[config.mk]
export PLATFORM = sky130hd
export DESIGN_NAME = dual_mode_timer
export DESIGN_NICKNAME = d
export VERILOG_FILES = /design/src/rtl/dual_mode_timer_pkg.sv /design/src/rtl/dmt_ctrl.sv /design/src/rtl/dmt_datapath.sv /design/src/rtl/dual_mode_timer.sv
export SDC_FILE = /design/constraint.sdc
export NUM_CORES = 1
export LEC_CHECK = 0
export BUFFER_PORTS_ARGS = -buffer_cell sky130_fd_sc_hd__buf_4
export CAP_MARGIN = 20
export CORE_UTILIZATION = 55
export CTS_CLUSTER_SIZE = 10
export DETAILED_ROUTE_END_ITERATION = 10
export GPL_TIMING_DRIVEN = 0
export PLACE_DENSITY = 0.74
export SLEW_MARGIN = 20
export SYNTH_ARGS = -nofsm -noshare
export SYNTH_HDL_FRONTEND = slang
export SYNTH_HIERARCHICAL = 1
export SYNTH_SLANG_ARGS = --single-unit
export TNS_END_PERCENT = 100
[constraint.sdc]
create_clock -name clk -period 6 [get_ports clk]
set_input_delay 1.5 -clock clk [delete_from_list [all_inputs] [get_ports clk]]
set_output_delay 1.5 -clock clk [all_outputs]
set_load 0.005 [all_outputs]
[src/rtl/dual_mode_timer_pkg.sv]
package dual_mode_timer_pkg;
  localparam int WORD_W = 32;

  typedef struct packed {
    logic loadHi;
    logic loadLo;
    logic setLimRst;
    logic setLimKeep;
    logic rdLimit;
    logic takeSnap;
    logic useSnap;
    logic toUser;
    logic toCounter;
    logic countEn;
  } tmr_strobe_t;
endpackage

[src/rtl/dmt_ctrl.sv]
module dmt_ctrl
  import dual_mode_timer_pkg::*;
(
  input  logic        clk,
  input  logic        rstN,
  input  logic        tick,
  input  logic        modeWr,
  input  logic        modeBit,
  input  logic        wrEn,
  input  logic        rdEn,
  input  logic [1:0]  addr,
  input  logic        wrBit0,
  output logic        userMode,
  output logic        running,
  output tmr_strobe_t str
);
  logic modeChg, live, w0, w1, w2, w3, r0, r1;

  assign modeChg = modeWr && (modeBit != userMode);
  assign live    = !modeChg;
  assign w0 = wrEn && live && (addr == 2'd0);
  assign w1 = wrEn && live && (addr == 2'd1);
  assign w2 = wrEn && live && (addr == 2'd2);
  assign w3 = wrEn && live && (addr == 2'd3);
  assign r0 = rdEn && live && (addr == 2'd0);
  assign r1 = rdEn && live && (addr == 2'd1);

  always_comb begin
    str            = '0;
    str.loadHi     = w0 && userMode;
    str.loadLo     = w1 && userMode;
    str.setLimRst  = w0 && !userMode;
    str.setLimKeep = w2 && !userMode;
    str.rdLimit    = r0 && !userMode;
    str.takeSnap   = r1 && userMode;
    str.useSnap    = r0 && userMode;
    str.toUser     = modeChg && modeBit;
    str.toCounter  = modeChg && !modeBit;
    str.countEn    = tick && running && live;
  end

  always_ff @(posedge clk) begin
    if (!rstN) begin
      userMode <= 1'b0;
      running  <= 1'b1;
    end else if (str.toUser) begin
      userMode <= 1'b1;
      running  <= 1'b0;
    end else if (str.toCounter) begin
      userMode <= 1'b0;
      running  <= 1'b1;
    end else if (w3 && userMode) begin
      running  <= wrBit0;
    end
  end

  // entering user mode stops the count
  p_enter_user_r5: assert property (@(posedge clk) disable iff (!rstN)
    (modeWr && modeBit && !userMode) |=> (userMode && !running));
  // leaving user mode starts the count
  p_enter_counter_r6: assert property (@(posedge clk) disable iff (!rstN)
    (modeWr && !modeBit && userMode) |=> (!userMode && running));
  // counter mode never stops
  p_counter_runs_r9: assert property (@(posedge clk) disable iff (!rstN)
    !userMode |-> running);
endmodule

[src/rtl/dmt_datapath.sv]
module dmt_datapath
  import dual_mode_timer_pkg::*;
#(
  parameter int FINE_BITS = 9
) (
  input  logic               clk,
  input  logic               rstN,
  input  tmr_strobe_t        str,
  input  logic               userMode,
  input  logic               running,
  input  logic [1:0]         addr,
  input  logic [WORD_W-1:0]  wrData,
  output logic [WORD_W-1:0]  rdData,
  output logic               irq
);
  localparam int HI_W  = WORD_W - 1;
  localparam int LO_TW = WORD_W - FINE_BITS;
  localparam int LIM_W = WORD_W - 1 - FINE_BITS;
  localparam int CNT_W = LO_TW + HI_W;

  logic [CNT_W-1:0] cnt, nxtAll;
  logic [LIM_W-1:0] lim, nxtLo;
  logic [HI_W-1:0]  hiSnap;
  logic             reached, snapV;

  assign nxtAll = cnt + CNT_W'(1);
  assign nxtLo  = cnt[LIM_W-1:0] + LIM_W'(1);

  always_ff @(posedge clk) begin
    if (!rstN) begin
      cnt     <= '0;
      lim     <= '0;
      hiSnap  <= '0;
      reached <= 1'b0;
      snapV   <= 1'b0;
      irq     <= 1'b0;
    end else if (str.toUser || str.toCounter) begin
      cnt     <= '0;
      reached <= 1'b0;
      snapV   <= 1'b0;
      if (str.toUser) irq <= 1'b0;
    end else begin
      if (str.setLimKeep) lim <= wrData[WORD_W-2:FINE_BITS];
      if (str.rdLimit) begin
        reached <= 1'b0;
        irq     <= 1'b0;
      end
      if (str.takeSnap) begin
        hiSnap <= cnt[CNT_W-1:LO_TW];
        snapV  <= 1'b1;
      end
      if (str.useSnap) snapV <= 1'b0;
      if (str.loadHi) begin
        cnt[CNT_W-1:LO_TW] <= wrData[HI_W-1:0];
        reached <= 1'b0;
        snapV   <= 1'b0;
      end else if (str.loadLo) begin
        cnt[LO_TW-1:0] <= wrData[WORD_W-1:FINE_BITS];
        reached <= 1'b0;
        snapV   <= 1'b0;
      end else if (str.setLimRst) begin
        lim <= wrData[WORD_W-2:FINE_BITS];
        cnt <= '0;
        irq <= 1'b0;
      end else if (str.countEn) begin
        if (userMode) begin
          if (&nxtAll) begin
            cnt     <= '0;
            reached <= 1'b1;
          end else begin
            cnt <= nxtAll;
          end
        end else if ((lim != '0) && (nxtLo == lim)) begin
          cnt     <= '0;
          reached <= 1'b1;
          irq     <= 1'b1;
        end else if ((lim == '0) && (&nxtLo)) begin
          cnt <= '0;
        end else begin
          cnt <= {{(CNT_W-LIM_W){1'b0}}, nxtLo};
        end
      end
    end
  end

  always_comb begin
    unique case (addr)
      2'd0: rdData = userMode ? {reached, (snapV ? hiSnap : cnt[CNT_W-1:LO_TW])}
                              : {1'b0, lim, {FINE_BITS{1'b0}}};
      2'd1: rdData = userMode ? {cnt[LO_TW-1:0], {FINE_BITS{1'b0}}}
                              : {reached, cnt[LIM_W-1:0], {FINE_BITS{1'b0}}};
      2'd2: rdData = '0;
      default: rdData = {{(WORD_W-1){1'b0}}, running};
    endcase
  end

  // no interrupt while in user mode
  p_user_no_irq_r10: assert property (@(posedge clk) disable iff (!rstN)
    userMode |-> !irq);
  // an interrupt needs a nonzero limit
  p_irq_needs_limit_r4: assert property (@(posedge clk) disable iff (!rstN)
    $rose(irq) |-> ($past(lim) != '0));
  // low word load takes the written bits
  p_load_lo_r8: assert property (@(posedge clk) disable iff (!rstN)
    str.loadLo |=> (cnt[LO_TW-1:0] == $past(wrData[WORD_W-1:FINE_BITS])));
  // a resetting limit write beats a tick
  p_write_wins_r12: assert property (@(posedge clk) disable iff (!rstN)
    str.setLimRst |=> (cnt == '0));
endmodule

[src/rtl/dual_mode_timer.sv]
module dual_mode_timer
  import dual_mode_timer_pkg::*;
#(
  parameter int FINE_BITS = 9
) (
  input  logic        clk,
  input  logic        rstN,
  input  logic        tick,
  input  logic        modeWr,
  input  logic        modeBit,
  input  logic        wrEn,
  input  logic        rdEn,
  input  logic [1:0]  addr,
  input  logic [31:0] wrData,
  output logic [31:0] rdData,
  output logic        irq
);
  tmr_strobe_t str;
  logic        userMode, running;

  dmt_ctrl u_ctrl (
    .clk(clk), .rstN(rstN), .tick(tick), .modeWr(modeWr), .modeBit(modeBit),
    .wrEn(wrEn), .rdEn(rdEn), .addr(addr), .wrBit0(wrData[0]),
    .userMode(userMode), .running(running), .str(str)
  );

  dmt_datapath #(.FINE_BITS(FINE_BITS)) u_dp (
    .clk(clk), .rstN(rstN), .str(str), .userMode(userMode), .running(running),
    .addr(addr), .wrData(wrData), .rdData(rdData), .irq(irq)
  );
endmodule

Yosys cells after proc, flatten, opt, wreduce, memory -nomap -nowiden
Index checks and enable logic that the tools add are counted.
{ "totals": {"ramBits": 0, "latch_bits": 0, "romBits": 0, "ff_bits": 112, "output_inout_bits": 33, "in_bits": 41, "memories": 0, "wordCells": 100} }
{ "classes": {"mul": 0, "n_shift": 0, "n_reduce_logical": 42, "n_eq_ne": 7, "bitwise": 3, "magnitude_cmp": 0, "n_div": 0, "addsub": 2, "muxes": 37} }
{ "ops": {"columns": ["cell", "count"], "rows": [
  ["$mux W54", 4],
  ["$mux W22", 6],
  ["$pmux W32 S3", 1],
  ["$mux W31", 3],
  ["$mux W32", 2],
  ["$add A54 B1 Y54 const B", 1],
  ["$reduce_and A54 Y1", 1],
  ["$logic_and A1 B1 Y1", 23],
  ["$mux W23", 1],
  ["$add A22 B1 Y22 const B", 1],
  ["$eq A22 B22 Y1", 1],
  ["$logic_not A22 Y1", 1],
  ["$reduce_and A22 Y1", 1],
  ["$reduce_bool A22 Y1", 1],
  ["$mux W1", 20],
  ["$reduce_bool A3 Y1", 3],
  ["$reduce_and A2 Y1", 3],
  ["$reduce_or A5 Y1", 1],
  ["$eq A2 B2 Y1 const B", 2],
  ["$ne A2 B1 Y1 const B", 2],
  ["$reduce_or A4 Y1", 1],
  ["$logic_not A1 Y1", 3],
  ["$not A1 Y1", 3],
  ["$eq A2 B1 Y1 const B", 1],
  ["other kinds (5)", 5]
]} }

Logic depth before layout (Yosys ltp)
{ "depth": {"ltp_word": 14, "ltp_mapped": 13, "depth_no_buf": 11} }

By module
Netlist, hierarchy kept.
{ "by_module_without_submodules": {"columns": ["module", "n_inst", "area_each_um2", "seq_area_each_um2", "cells_per_inst"], "rows": [
  ["dmt_datapath", 1, 7777.5, 2202.1, 1071],
  ["dmt_ctrl", 1, 231.5, 40.0, 28]
]} }

Least setup slack after synthesis
Ideal clock, no wire load.
{ "synth_path": {"kind": "input to output", "from": "in addr[1]", "to": "out rdData[0]", "path_buffers": 2, "setup_slack_ns": 2.139, "path_stages": 4, "t_required_ns": 4.500, "arrival_ns": 2.361, "path_cell_list": "buf_1 or3_1 clkbuf_1 o21ai_0"} }
{ "synth_between": {"elab_chain_cells": 2, "word_cells_on_any_way": 4, "classes_between": "eq/ne (2); mux (1); reduce/logical (1)"} }
{ "synth_rtl": {"columns": ["item", "line_no", "source"], "rows": [
  ["start, declared", "dual_mode_timer.sv:13", "input logic [1:0] addr,"],
  ["$eq A2 B2 Y1, or another cell as far along", "dmt_datapath.sv:87", "unique case (addr)"],
  ["$pmux W32 S3 *", "dmt_datapath.sv:87", null],
  ["end, declared", "dual_mode_timer.sv:15", "output logic [31:0] rdData,"]
]} }
Mark *: on every way between the ends. The rest lies on a longest branch, timed or not.

Worst setup path after layout
{ "layout_path": {"from": "reg u_dp.cnt[13]", "to": "reg u_dp.cnt[34]"} }
{ "layout_between": {"elab_chain_cells": 8} }
{ "layout_rtl": {"columns": ["item", "line_no", "source"], "rows": [
  ["start, declared", "dmt_datapath.sv:21", "logic [CNT_W-1:0] cnt, nxtAll;"],
  ["start signal, assigned by index", "dmt_datapath.sv:54", "cnt[CNT_W-1:LO_TW] <= wrData[HI_W-1:0];"],
  ["start signal, assigned by index", "dmt_datapath.sv:58", "cnt[LO_TW-1:0] <= wrData[WORD_W-1:FINE_BITS];"],
  ["start signal, assigned", "dmt_datapath.sv:71", "cnt <= nxtAll;"],
  ["$add A54 B1 Y54 *", "dmt_datapath.sv:26", "assign nxtAll = cnt + CNT_W'(1);"],
  ["$reduce_and A54 Y1", "dmt_datapath.sv:67", "if (&nxtAll) begin"],
  ["$mux W54 *", "dmt_datapath.sv:67", null],
  ["$mux W54 *", "dmt_datapath.sv:66", "if (userMode) begin"],
  ["$mux W54 *", "dmt_datapath.sv:65", "end else if (str.countEn) begin"],
  ["$mux W54 *", "dmt_datapath.sv:61", "end else if (str.setLimRst) begin"],
  ["$mux W31 *", "dmt_datapath.sv:57", "end else if (str.loadLo) begin"],
  ["$mux W31 *", "dmt_datapath.sv:53", "if (str.loadHi) begin"]
]} }
Mark *: on every way between the ends. The rest lies on a longest branch, timed or not. The select of a mux whose other input is x is not followed.
A chain may end at the register's enable or synchronous reset.

==> impl_metrics.toml <==
[synthesis]
synthAdderAreaFrac_pct = 0.312
yosysMostFrequentCell = "nand2_1"
syn_inst = 1099
synth_top_flop_cell = "dfxtp_1"
synthArstFlopShare_pct = 0
yosysTopAreaCell = "dfxtp_1"
yosys.cell_types.count = 74
synth-simple-area-share_pct = 33.3
yosys-mux-area-fraction_pct = 4.12
synth-edff-count = 0
syn_avg_cell_area_um2 = 7.29
yosys-top-cells-count = "nand2_1 (199), dfxtp_1 (112), nor2_1 (96)"
synth_top_area_share_pct = 28.0
ys_warn_count = 6
syn_area_um2 = 8010
synth-compound-area-share_pct = 21.9
syn_nets = 1142
synth_area_leaders = "dfxtp_1 (28%), nand2_1 (9.3%), a21boi_0 (5.2%)"
synthXorXnorAreaFrac_pct = 6.11
ys_ff_latch = 112
synth_top_family_by_area = "simple AND/OR/NAND/NOR gates"
yosysSeqAreaShare_pct = 28.0

[critical_path]
ff2ff_path_depth = 13
cp-start-kind = "register"
cp-end-kind = "register"
reg2reg_slack_ns = 0.69
critPathLaunch = "u_dp/cnt[13]"
r2r-end = "u_dp/cnt[34]"
crit_path_max_fanout = 10
crit_type = "register to register"
rr_startpoint = "u_dp/cnt[13]"
arrival_ns = 5.58
worstPathRequired_ns = 6.27

[timing]
period_share_pct = 88.6
tightest_slew_ns = 1.13
hold_viol_final = 0
rsz0062_at_grt = "no"
finalSetupViolCount = 0
holdWs_ns = 0.467
fmax_mhz = 188
final-max-slew-violation-count = 0
finClkSkew_ns = 0.00648
fin_setup_tns_ns = 0
fin_crit_ns = 5.31
slew_headroom_pct = 24.0

[routing]
num_vias = 9485
ant_nets = 0
wl_per_cell_um = 25.2
drc_errors = 0
vias_per_cell = 6.93
finalWirelength_mm = 34.4
first_pass_iters = 7
initialDrtViolationCount = 1555

[power]
internal-power_uw = 1140
swShare_pct = 31.6
max-vdd-ir-drop_mv = 0.135
combPwrFrac_pct = 16.0
p_sw_uw = 527
power_uw = 1670
powerDensity_nw_per_um2 = 183
seqPwrFrac_pct = 46.3
p_leak_uw = 0.00285
p_clk_share_pct = 37.7

[layout]
drive_gt1_share_pct = 11.0
fin_cells = 1368
nets = 1226
fin_area_um2 = 9080
areaGrowthSynthToFinish_pct = 13.4
diodes = 0

[die]
ios = 74
start_util_pct = 57.0
die_w_um = 123
die-area_um2 = 15000
rows = 43
die_h_um = 123
core_um2 = 14000

[clock_network]
clkTransAtPathRegs_ns = 0.08
clk_path_buf_depth = 2
cts_root_buffer = "clkbuf_16"
cts_buffers = 9
numClockSinks = 112
cts_setup_buffers = 0
cts_tree = "yes"
insertion_delay_ns = 0.37
h-tree-depth = 3
holdBufCountCts = 0
cts_resized = 0

[worst_hold_path]
hold_path.class = "register to register"
whs_endpoint = "u_dp/hiSnap[17]"
hold_path_depth = 2
worstHoldStart = "u_dp/hiSnap[17]"

[global_routing]
gr-total-overflow = 0
antenna_found_initial = 0
track_usage_pct = 46.0
grt_pass1_vias = 8336
grt_pass1_wl_mm = 50.3
grt_max_degree = 23

[run]
maxCapViolations = 0

[placed_design]
dp.final_hpwl_mm = 25.9
numPortBuffers = 73
place_inst = 1352
place_congestion = 1.04
dpl_cell_area_um2 = 8780

[run_status]
outcome = "completed"
## area by class of cell
| type | count | area, um2 |
|---|---|---|
| Buffer | 103 | 432 |
| Clock buffer | 9 | 225 |
| Clock inverter | 7 | 76.3 |
| Fill cell | 1298 | 4960 |
| Inverter | 17 | 63.8 |
| Multi-Input combinational cell | 867 | 5270 |
| Sequential cell | 112 | 2240 |
| Tap cell | 180 | 225 |
| Timing Repair Buffer | 73 | 548 |
## critical path, stage by stage (launching register included)
cell and delay (ns):
dfxtp_1 0.31, clkbuf_1 0.51, nand3_1 0.21, nor4_1 0.46, clkbuf_1 0.55, nand3_1 0.45
or4_1 0.65, a2111oi_0 0.49, nand4_1 0.26, o211ai_2 0.36, or2_1 0.32, buf_2 0.34
a21oi_1 0.08, a21bo_1 0.21
## power groups by stage
| stage | Clock (uW) | Combinational, uW | Sequential (uW) |
|---|---|---|---|
| final | 628 | 266 | 772 |
| after global routing | 655 | 275 | 772 |
| after CTS | 634 | 250 | 770 |
| after detailed placement | 0 | 248 | 787 |
| after global placement | 0 | 248 | 788 |
| after floorplan | 0 | 140 | 780 |
## through the flow
| step | setup slack [ns] | utilization (%) |
|---|---|---|
| floorplan | 2.14 | - |
| global placement | 1.05 | 62.5 |
| detailed placement | 1.03 | 62.5 |
| CTS | 1.01 | 64.7 |
| global route | 0.707 | 64.7 |
| finish | 0.685 | 64.7 |
## flip-flops by register name, indices dropped and copies added (netlist names)
register / cells
u_dp/cnt: 54
u_dp/lim: 22
u_dp/hiSnap: 31
u_ctrl/running: 1
u_ctrl/userMode: 1
u_dp/snapV: 1
u_dp/irq: 1
u_dp/reached: 1
## cell families after synthesis
logic type / after synthesis
xor gates and xnor gates: 51
buffers and inverters: 120
DFF: 112
adders and majority gates: 2
AOI/OAI and AO/OA: 250
muxes: 33
and+or+nand+nor: 531
## placed cells by master (no fill, tap or decap), types with 4 or more instances in the layout
cell type  netlist  final
nor3_1          27     27
nand2_1        199    199
buf_4            3     76
nand4_1         35     35
xor2_1          18     18
nor4_1          29     29
or3_1           17     17
or4_1           17     17
a22oi_1         12     12
nor2_1          96     96
nand3_1         39     39
clkbuf_1        77     77
a211oi_1        24     24
and4_1           8      8
o211ai_1         9      9
a21oi_1         45     45
dfxtp_1        112    112
a31oi_1         18     18
nand3_2          4      4
o31ai_1         14     14
a221oi_1         5      5
o311ai_0         8      8
or2_2            4      4
a21boi_0        55     55
and2_1           8      8
buf_2           13     13
xnor2_1         30     30
clkbuf_16        0      9
o21ai_0         23     23
and3_1          16     16
buf_1            6      6
a222oi_1         8      8
a32oi_1          7      7
nand2b_1         5      5
mux2i_1         33     33
inv_1           17     17
## per-layer routing
layer | GRT usage, % | part of all wire, % | vias up
li1 | - | - | 4162
met1 | 56.1 | 37 | 4384
met2 | 68.0 | 42 | 747
met3 | 17.1 | 14 | 192
met4 | 29.0 | 7.0 | 0
met5 | 0 | 0 | -
## worst max-delay path by stage
stage,end,depth (start not counted)
CTS,u_dp/cnt[34],13
floorplan,rdData[0],4
detailed placement,u_dp/cnt[34],13
finish,u_dp/cnt[34],13
global route,u_dp/cnt[5],12
global placement,u_dp/cnt[5],12
Power figures use the tool's default switching activity.
